**src/rtl/gcd_pkg.sv**
```systemverilog
package gcd_pkg;

  typedef enum logic [2:0] {
    ST_IDLE,
    ST_CMP,
    ST_REMGO,
    ST_WAIT,
    ST_DONE
  } gcdState_t;

  // strobes from control to datapath
  typedef struct packed {
    logic load;     // capture operand buses
    logic swap;     // exchange working registers
    logic remGo;    // launch remainder sub-unit
    logic step;     // (a,b) <= (b, a mod b)
    logic capture;  // publish divisor as answer
  } gcdCtrl_t;

endpackage

```
**src/rtl/gcd_rem.sv**
```systemverilog
module gcd_rem #(
  parameter int W = 8
) (
  input  logic         clk,
  input  logic         rstN,
  input  logic         go,
  input  logic [W-1:0] dividend,
  input  logic [W-1:0] divisor,
  output logic         done,
  output logic [W-1:0] remOut
);
  localparam int CW = $clog2(W + 1);

  logic [W-1:0]  quoQ, remQ, divQ;
  logic [CW-1:0] cntQ;
  logic          busyQ, doneQ;
  logic [W:0]    trial, diff;
  logic          fits;

  always_comb begin
    trial = {remQ, quoQ[W-1]};
    fits  = trial >= {1'b0, divQ};
    diff  = trial - {1'b0, divQ};
  end

  always_ff @(posedge clk or negedge rstN) begin
    if (!rstN) begin
      quoQ  <= '0;
      remQ  <= '0;
      divQ  <= '0;
      cntQ  <= '0;
      busyQ <= 1'b0;
      doneQ <= 1'b0;
    end else if (go) begin
      quoQ  <= dividend;
      divQ  <= divisor;
      remQ  <= '0;
      cntQ  <= CW'(W);
      busyQ <= 1'b1;
      doneQ <= 1'b0;
    end else if (busyQ) begin
      remQ <= fits ? diff[W-1:0] : trial[W-1:0];
      quoQ <= {quoQ[W-2:0], 1'b0};
      cntQ <= cntQ - 1'b1;
      if (cntQ == CW'(1)) begin
        busyQ <= 1'b0;
        doneQ <= 1'b1;
      end
    end else begin
      doneQ <= 1'b0;
    end
  end

  assign done   = doneQ;
  assign remOut = remQ;

  // done lasts one cycle
  a_r9_done_pulse: assert property (@(posedge clk) disable iff (!rstN)
    done |=> !done);
  // remainder below divisor
  a_r9_rem_bound: assert property (@(posedge clk) disable iff (!rstN)
    done |-> (remOut < divQ));

endmodule

```
**src/rtl/gcd_ctrl.sv**
```systemverilog
module gcd_ctrl
  import gcd_pkg::*;
(
  input  logic     clk,
  input  logic     rstN,
  input  logic     startIn,
  input  logic     isEqual,
  input  logic     isLess,
  input  logic     remDone,
  input  logic     remZero,
  output gcdCtrl_t ctrl,
  output logic     readyOut
);
  gcdState_t stateQ, stateD;
  logic      startPrev, startRise, busy, accept;

  always_ff @(posedge clk or negedge rstN) begin
    if (!rstN) begin
      startPrev <= 1'b0;
      stateQ    <= ST_IDLE;
    end else begin
      startPrev <= startIn;
      stateQ    <= stateD;
    end
  end

  assign startRise = startIn & ~startPrev;
  assign busy      = (stateQ == ST_CMP) || (stateQ == ST_REMGO) || (stateQ == ST_WAIT);
  assign accept    = startRise && !busy;

  always_comb begin
    stateD = stateQ;
    ctrl   = '0;
    unique case (stateQ)
      ST_IDLE, ST_DONE: begin
        if (accept) begin
          ctrl.load = 1'b1;
          stateD    = ST_CMP;
        end
      end
      ST_CMP: begin
        if (isEqual) begin
          ctrl.capture = 1'b1;
          stateD       = ST_DONE;
        end else begin
          ctrl.swap = isLess;
          stateD    = ST_REMGO;
        end
      end
      ST_REMGO: begin
        ctrl.remGo = 1'b1;
        stateD     = ST_WAIT;
      end
      ST_WAIT: begin
        if (remDone) begin
          if (remZero) begin
            ctrl.capture = 1'b1;
            stateD       = ST_DONE;
          end else begin
            ctrl.step = 1'b1;
            stateD    = ST_REMGO;
          end
        end
      end
      default: stateD = ST_IDLE;
    endcase
  end

  assign readyOut = (stateQ == ST_DONE);

  // equal pair finishes straight from compare
  a_r2_equal_exit: assert property (@(posedge clk) disable iff (!rstN)
    (stateQ == ST_CMP && isEqual) |=> (stateQ == ST_DONE));
  // result held until a start rise
  a_r5_ready_hold: assert property (@(posedge clk) disable iff (!rstN)
    (readyOut && !startRise) |=> readyOut);
  // accepted start drops ready
  a_r1_start_clears: assert property (@(posedge clk) disable iff (!rstN)
    accept |=> !readyOut);
  // start while busy does not restart
  a_r6_busy_ignore: assert property (@(posedge clk) disable iff (!rstN)
    (busy && startRise) |=> (stateQ != ST_CMP));
  // launch always followed by waiting
  a_r9_launch_wait: assert property (@(posedge clk) disable iff (!rstN)
    ctrl.remGo |=> (stateQ == ST_WAIT));

endmodule

```
**src/rtl/gcd_datapath.sv**
```systemverilog
module gcd_datapath
  import gcd_pkg::*;
#(
  parameter int W = 8
) (
  input  logic         clk,
  input  logic         rstN,
  input  gcdCtrl_t     ctrl,
  input  logic [W-1:0] opA,
  input  logic [W-1:0] opB,
  output logic         isEqual,
  output logic         isLess,
  output logic         remDone,
  output logic         remZero,
  output logic [W-1:0] answer
);
  logic [W-1:0] rg1Q, rg2Q, ansQ, remVal;

  gcd_rem #(.W(W)) u_rem (
    .clk      (clk),
    .rstN     (rstN),
    .go       (ctrl.remGo),
    .dividend (rg1Q),
    .divisor  (rg2Q),
    .done     (remDone),
    .remOut   (remVal)
  );

  always_ff @(posedge clk or negedge rstN) begin
    if (!rstN) begin
      rg1Q <= '0;
      rg2Q <= '0;
      ansQ <= '0;
    end else begin
      if (ctrl.load) begin
        rg1Q <= opA;
        rg2Q <= opB;
      end else if (ctrl.swap) begin
        rg1Q <= rg2Q;
        rg2Q <= rg1Q;
      end else if (ctrl.step) begin
        rg1Q <= rg2Q;
        rg2Q <= remVal;
      end
      if (ctrl.capture) ansQ <= rg2Q;
    end
  end

  assign isEqual = (rg1Q == rg2Q);
  assign isLess  = (rg1Q < rg2Q);
  assign remZero = (remVal == '0);
  assign answer  = ansQ;

  // after exchange the larger value leads
  a_r3_swap_order: assert property (@(posedge clk) disable iff (!rstN)
    ctrl.swap |=> (rg1Q > rg2Q));
  // each step shrinks the divisor
  a_r4_step_shrink: assert property (@(posedge clk) disable iff (!rstN)
    ctrl.step |=> (rg2Q < rg1Q));
  // answer moves only on capture
  a_r5_answer_stable: assert property (@(posedge clk) disable iff (!rstN)
    !ctrl.capture |=> $stable(answer));

endmodule

```
**src/rtl/gcd_unit.sv**
```systemverilog
module gcd_unit
  import gcd_pkg::*;
#(
  parameter int W = 8
) (
  input  logic         clk,
  input  logic         rstN,
  input  logic         startIn,
  input  logic [W-1:0] opA,
  input  logic [W-1:0] opB,
  output logic         readyOut,
  output logic [W-1:0] answer
);
  gcdCtrl_t ctrl;
  logic     isEqual, isLess, remDone, remZero;

  gcd_ctrl u_ctrl (
    .clk      (clk),
    .rstN     (rstN),
    .startIn  (startIn),
    .isEqual  (isEqual),
    .isLess   (isLess),
    .remDone  (remDone),
    .remZero  (remZero),
    .ctrl     (ctrl),
    .readyOut (readyOut)
  );

  gcd_datapath #(.W(W)) u_dp (
    .clk     (clk),
    .rstN    (rstN),
    .ctrl    (ctrl),
    .opA     (opA),
    .opB     (opB),
    .isEqual (isEqual),
    .isLess  (isLess),
    .remDone (remDone),
    .remZero (remZero),
    .answer  (answer)
  );

endmodule

```
**config.mk**
```make
export PLATFORM = sky130hd
export DESIGN_NAME = gcd_unit
export DESIGN_NICKNAME = d
export VERILOG_FILES = /design/src/rtl/gcd_pkg.sv /design/src/rtl/gcd_rem.sv /design/src/rtl/gcd_ctrl.sv /design/src/rtl/gcd_datapath.sv /design/src/rtl/gcd_unit.sv
export SDC_FILE = /design/constraint.sdc
export NUM_CORES = 1
export LEC_CHECK = 0
export BUFFER_PORTS_ARGS = -buffer_cell sky130_fd_sc_hd__buf_2
export CAP_MARGIN = 5
export CORE_MARGIN = 4
export CORE_UTILIZATION = 54
export DETAILED_ROUTE_END_ITERATION = 10
export GPL_ROUTABILITY_DRIVEN = 0
export GPL_TIMING_DRIVEN = 0
export PLACE_DENSITY = 0.83
export REMOVE_ABC_BUFFERS = 1
export SYNTH_ARGS = -nofsm -noshare
export SYNTH_HDL_FRONTEND = slang
export SYNTH_SLANG_ARGS = --single-unit
```
**constraint.sdc**
```tcl
create_clock -name clk -period 2.36 [get_ports clk]
set_clock_uncertainty 0.1 [all_clocks]
set_input_delay 0.354 -clock clk [delete_from_list [all_inputs] [get_ports clk]]
set_output_delay 0.354 -clock clk [all_outputs]
set_load 0.05 [all_outputs]
```
==> results of run 1 <==
==> placed cells by master, fill, tap and decap left out, types with 5 or more instances in the layout <==
| cell | n |
|---|---|
| dfrtp_1 | 57 |
| o21ai_0 | 33 |
| nand2_1 | 32 |
| mux2i_1 | 26 |
| buf_2 | 26 |
| inv_1 | 20 |
| nor2_1 | 20 |
| ha_1 | 16 |
| buf_4 | 16 |
| mux2_2 | 11 |
| nand3_1 | 9 |
| a21oi_1 | 9 |
| clkbuf_8 | 9 |
| a221oi_2 | 5 |
==> worst paths after layout <==
check | start | end | cells after the start | slack, ns
min in group clk | startIn | u_ctrl.startPrev | 1 | 0.04
setup reg to reg | u_dp.rg2Q[6] | u_dp.rg2Q[0] | 8 | 0.06
setup / recovery | u_dp.rg2Q[6] | u_dp.rg2Q[0] | 8 | 0.06
hold / removal | rstN | u_dp.u_rem.busyQ | 1 | -0.03
hold reg to reg | u_dp.u_rem.divQ[0] | u_dp.u_rem.divQ[0] | 2 | 0.39
max in group asynchronous | rstN | u_dp.rg2Q[6] | 1 | 1.66
==> flip-flops by register name, summed over array words and instances (netlist names) <==
signal,flops
u_dp.rg1Q,8
u_dp.u_rem.remOut,8
u_dp.u_rem.quoQ,8
u_ctrl.startPrev,1
u_dp.u_rem.done,1
u_dp.u_rem.divQ,8
u_dp.u_rem.busyQ,1
u_dp.u_rem.cntQ,4
u_dp.answer,8
u_dp.rg2Q,8
u_ctrl.stateQ,3
==> critical path: stages, from the launching register on <==
cell and delay (ns):
dfrtp_2 0.41, inv_1 0.09, ha_1 0.33, nand4_1 0.23, o2111ai_4 0.37, buf_4 0.19, a21oi_4 0.05, buf_12 0.16
a221oi_1 0.26
==> timing repair <==
item,in CTS,in global routing
setup buffers,6,10
gates cloned,0,1
pin swaps,4,7
setup endpoints to repair,26,19
gates resized for setup,7,10
hold buffers,0,0
==> final cells by class <==
cell class / instances / area, um^2 / area share
Multi-Input combinational cell: 234 / 1740 / 0.4553
Sequential cell: 58 / 1453 / 0.3800
Timing Repair Buffer: 44 / 281.5 / 0.07365
Clock buffer: 13 / 138.9 / 0.03633
Tap cell: 75 / 93.84 / 0.02455
Inverter: 20 / 75.07 / 0.01964
Clock inverter: 3 / 40.04 / 0.01047
==> layer usage <==
| metal | vias to the layer above | track usage |
|---|---|---|
| li1 | 1254 | - |
| met1 | 1302 | 0.2730 |
| met2 | 78 | 0.3679 |
| met3 | 21 | 0.04035 |
| met4 | 0 | 0.08921 |
| met5 | - | 0 |
==> metrics by stage <==
step | instance area, um^2 | instances
3_5_place_dp | 3442 | 414
3_3_place_gp | 3421 | 413
6_report | 3822 | 447
2_1_floorplan | 3192 | 311
4_1_cts | 3691 | 436
5_1_grt | 3822 | 447
==> power by group through the flow <==
stage                     Combinational (W)  Sequential, W  Clock, W
final                               0.00317        0.00191  0.000860
after global routing                0.00356        0.00196  0.000915
after CTS                           0.00287        0.00191  0.000870
after detailed placement            0.00277        0.00193         0
after global placement              0.00264        0.00190         0
after floorplan                     0.00213        0.00184         0
==> cells by family after synthesis <==
| family | count (synthesis) | synth area share |
|---|---|---|
| xor+xnor | 5 | 0.01338 |
| simple gates | 99 | 0.1525 |
| compound gates | 73 | 0.1506 |
| buf+inv | 35 | 0.04778 |
| flops | 58 | 0.4434 |
| mux | 37 | 0.1174 |
| fa+ha+maj | 19 | 0.07493 |
==> results.py, run 1 <==
metrics = {
    "drt": {
        "drc": 0,
        "postRouteAntennaNets": 0,
        "via_count": 2655,
        "wl_per_cell_um": 17.17,
        "drt-initial-drc-count": 189,
        "dr.max_layer_used": "met4",
        "routed_wl_mm": 7.677,
        "wl_met3_um": 392,
        "first_pass_iters": 4,
        "wl_met2_mm": 3.834,
        "vias_per_cell": 5.940,
        "wl_met1_mm": 3.235,
    },
    "run_status": {
        "status": "complete, but fails checks",
        "violations": "hold timing",
    },
    "yosys": {
        "syn_area_per_cell_um2": 10.04,
        "synthTopCellsByArea": "dfrtp_1 44%, mux2i_1 8.0%, ha_1 6.9%, o21ai_0 5.4%, mux2_2 3.8%",
        "yosysMostFrequentCell": "dfrtp_1",
        "ys.flop_type": "dfrtp_1",
        "netlist_top_cells_count": "58 x dfrtp_1, 35 x o21ai_0, 32 x nand2_1, 26 x mux2i_1",
        "ys_seq_area_frac": 0.4434,
        "synth_top_area_cell": "dfrtp_1",
        "syn_area_um2": 3273,
        "synth_edf_count": 0,
        "synth.top_cell.area_share": 0.4434,
        "ys_warn_count": 0,
        "async_reset_ff_frac": 1.000,
        "ys_seq_elements": 58,
        "netlist_instances": 326,
        "ys_types": 49,
    },
    "floorplanning": {
        "die_h_um": 85.86,
        "die_width_um": 85.86,
        "die_area_um2": 7371,
        "rows": 28,
        "io_pins": 28,
        "core-area_um2": 5886,
        "initial_utilization": 0.5561,
    },
    "cts": {
        "clk_pin_slew_ns": 0.07,
        "h-tree-depth": 3,
        "cts_buffers": 9,
        "clkLatencyLatePin_ns": 0.33,
        "cts_tree": "built",
        "cts.sink_count": 58,
        "ctsLongestPathBuffers": 2,
        "root_buffer": "clkbuf_8",
    },
    "timing": {
        "finalCritPeriodShare": 0.9763,
        "max_freq_mhz": 434.0,
        "finalCriticalPeriod_ns": 2.304,
        "holdWs_ns": -0.03390,
        "timing.final.setup_violations": 0,
        "tightestPinTransition_ns": 1.113,
        "hold_viol_final": 35,
        "setup_slack_ns": 0.05588,
        "timing.slew.headroom": 0.2579,
        "final-max-slew-violation-count": 0,
        "timing.setup.tns_ns": 0,
    },
    "final_layout": {
        "final_core_util": 0.6494,
        "drive_gt1_frac": 0.2366,
        "nets": 405,
        "fillers": 433,
        "antenna_cells": 0,
        "syn2layout_area_growth_pct": 16.78,
    },
    "power_and_ir_drop": {
        "internal_power_w": 0.003379,
        "p_seq_frac": 0.322,
        "switching_share": 0.4318,
        "ir_drop_uv": 812.5,
        "leakage_nw": 1.845,
        "clockPowerShare": 0.145,
        "p_sw_w": 0.002568,
        "p_comb_frac": 0.533,
        "power_density_nw_per_um2": 1556,
        "p_total_w": 0.005946,
    },
    "critical_path": {
        "end_kind": "register",
        "crit_type": "reg2reg",
        "cp_max_fo": 8,
        "critPathRequiredTime_ns": 2.49,
        "worstSetupStartpointType": "register",
        "critPathArrivalTime_ns": 2.43,
    },
    "run": {
        "maxCapViolations": 0,
    },
    "global_route": {
        "overflow": 0,
        "antenna_found_initial": 0,
        "grt_pass1_wl_mm": 12.48,
        "grt_usage": 0.2169,
        "grt_max_degree": 59,
        "grt_pass1_vias": 2617,
    },
    "worst_hold_path": {
        "min-delay-path-class": "in2async",
    },
    "place": {
        "hpwl_mm": 5.104,
        "io_buffer_count": 27,
        "post-place-ws_ns": -0.5621,
    },
}
(Power assumes the default switching activity.)
==> run 2, diff against run 1 <==
--- a/config.mk
+++ b/config.mk
@@ -7,12 +7,14 @@
 export LEC_CHECK = 0
 export BUFFER_PORTS_ARGS = -buffer_cell sky130_fd_sc_hd__buf_2
 export CAP_MARGIN = 5
+export CELL_PAD_IN_SITES_DETAIL_PLACEMENT = 1
+export CELL_PAD_IN_SITES_GLOBAL_PLACEMENT = 1
 export CORE_MARGIN = 4
-export CORE_UTILIZATION = 54
+export CORE_UTILIZATION = 42
 export DETAILED_ROUTE_END_ITERATION = 10
 export GPL_ROUTABILITY_DRIVEN = 0
 export GPL_TIMING_DRIVEN = 0
-export PLACE_DENSITY = 0.83
+export PLACE_DENSITY = 0.82
 export REMOVE_ABC_BUFFERS = 1
 export SYNTH_ARGS = -nofsm -noshare
 export SYNTH_HDL_FRONTEND = slang
==> run 2 against run 1 <==
- the flow finishes with violations (hold timing, setup timing)
- clock power rose by 22%
- worst setup slack worse by 0.21 ns
- sequential power rose by 5%
- global-route usage is 0.85 points higher
- sequential cell count unchanged
- highest routed layer unchanged
- combinational power up 29%
- cell count grew 7.8%
- register-to-register slack got worse by 0.21 ns
- worst hold slack improved by 0.020 ns
==> results.py, run 2 (synthesized netlist as in run 1, its figures left out) <==
metrics = {
    "critical_path": {
        "path_cells": "inv_1 -> ha_1 -> and3_1 -> o21ai_4 -> o2111ai_4 -> a21oi_4 -> a221oi_1",
        "slowest_delay_ns": 0.47,
        "end_kind": "register",
        "worst_path_max_delay_cell": "dfrtp_1",
        "worstSetupStartpointType": "register",
        "critPathArrivalTime_ns": 2.60,
        "cp_max_fo": 8,
        "r2r_setup_slack_ns": -0.15,
        "critPathRequiredTime_ns": 2.45,
        "cp-startpoint": "u_dp.rg2Q[5]",
        "r2r-start": "u_dp.rg2Q[5]",
        "crit_type": "reg2reg",
    },
    "global_route": {
        "grt_pass1_wl_mm": 15.63,
        "grt_max_degree": 59,
        "overflow": 0,
        "antenna_found_initial": 0,
        "grt_usage": 0.2254,
        "grt_pass1_vias": 3036,
    },
    "final_layout": {
        "multi_input_area_um2": 1879,
        "antenna_cells": 0,
        "final_core_util": 0.5558,
        "finalInstanceArea_um2": 4118,
        "fillers": 778,
        "syn2layout_area_growth_pct": 25.80,
        "area.sequential_um2": 1453,
        "drive_gt1_frac": 0.3003,
        "mostFrequentLayoutCells": "57 x dfrtp_1, 33 x o21ai_0, 32 x nand2_1, 26 x mux2i_1, 26 x buf_2",
        "final_common_cell": "dfrtp_1",
        "nets": 416,
    },
    "timing": {
        "max_freq_mhz": 398.0,
        "timing.setup.tns_ns": -1.326,
        "finalCritPeriodShare": 1.065,
        "holdWs_ns": -0.01391,
        "tightestPinTransition_ns": 1.148,
        "finalCriticalPeriod_ns": 2.513,
        "rsz0062_at_grt": "yes",
        "setup_slack_ns": -0.1526,
        "final-max-slew-violation-count": 0,
        "timing.final.setup_violations": 17,
        "timing.slew.headroom": 0.2348,
        "hold_viol_final": 33,
    },
    "cts": {
        "root_buffer": "clkbuf_8",
        "ctsLongestPathBuffers": 2,
        "cts_buffers": 9,
        "cts_tree": "built",
        "clk_pin_slew_ns": 0.08,
        "clkLatencyLatePin_ns": 0.34,
        "h-tree-depth": 3,
        "cts.sink_count": 58,
        "hold_buffers": 0,
    },
    "floorplanning": {
        "io_pins": 28,
        "die_area_um2": 9270,
        "die_width_um": 96.28,
        "initial_utilization": 0.4418,
        "die_h_um": 96.28,
        "core-area_um2": 7408,
        "rows": 31,
    },
    "power_and_ir_drop": {
        "p_total_w": 0.007159,
        "power_density_nw_per_um2": 1739,
        "ir_drop_uv": 814.4,
        "leakage_nw": 1.939,
    },
    "place": {
        "hpwl_mm": 6.002,
        "dpl-instance-area_um2": 3495,
        "io_buffer_count": 27,
    },
    "drt": {
        "drc": 0,
        "first_pass_iters": 4,
        "postRouteAntennaNets": 0,
        "drt-initial-drc-count": 232,
        "via_count": 3017,
        "routed_wl_mm": 12.41,
        "wl_per_cell_um": 25.76,
        "vias_per_cell": 6.259,
    },
    "run_status": {
        "status": "complete, but fails checks",
        "violations": "hold timing, setup timing",
    },
    "worst_hold_path": {
        "min-delay-path-class": "in2async",
    },
    "run": {
        "maxCapViolations": 0,
    },
}
## run 2: per-layer routing
layer / GRT usage / share of wire
met5: 0 / 0
met2: 0.3864 / 0.50
met3: 0.04691 / 0.057
met4: 0.09123 / 0.043
met1: 0.2747 / 0.40
## run 2: where the power goes
group | total, W | internal [W] | switching [W]
logic | 0.00410 | 0.00180 | 0.00230
clock network | 0.00105 | 0.000620 | 0.000427
registers | 0.00201 | 0.00142 | 0.000587
total | 0.00716 | 0.00384 | 0.00332
## run 2: path summary, 6_finish.rpt
path / to / cells past startpoint
min in group clk: u_ctrl.startPrev / 1
max reg2reg: u_dp.rg2Q[3] / 7
max in group asynchronous: u_dp.rg2Q[7] / 1
min: u_dp.u_rem.remOut[2] / 1
max: u_dp.rg2Q[3] / 7
min reg2reg: u_dp.answer[5] / 1
## run 2: final cells by class
type | count | area share
timing repair buffer | 53 | 0.08933
clock buffer | 11 | 0.03434
multi-input combinational | 236 | 0.4564
inverter | 20 | 0.01823
sequential | 58 | 0.3528
clock inverter | 5 | 0.01884
tap | 99 | 0.03008
## run 2: what timing repair did
item,in CTS,in global routing
resized for setup,13,25
buffers inserted,7,16
endpoints found under the setup margin,30,30
gates cloned,2,1
pin swaps,5,13
## run 2: worst max-delay path, delay by kind of cell, from the launching register on
kind | cells | cell delay (ns)
buf+inv | 1 | 0.14
fa+ha+maj | 1 | 0.34
simple gates | 1 | 0.23
compound gates | 4 | 1.08
flops | 1 | 0.47
## run 2: through the flow
step	setup WS, ns	instances
finish	-0.1526	482
global route	-0.2389	482
CTS	0.0007172	465
detailed placement	-0.6612	440
global placement	-1.383	437
floorplan	-0.4069	311
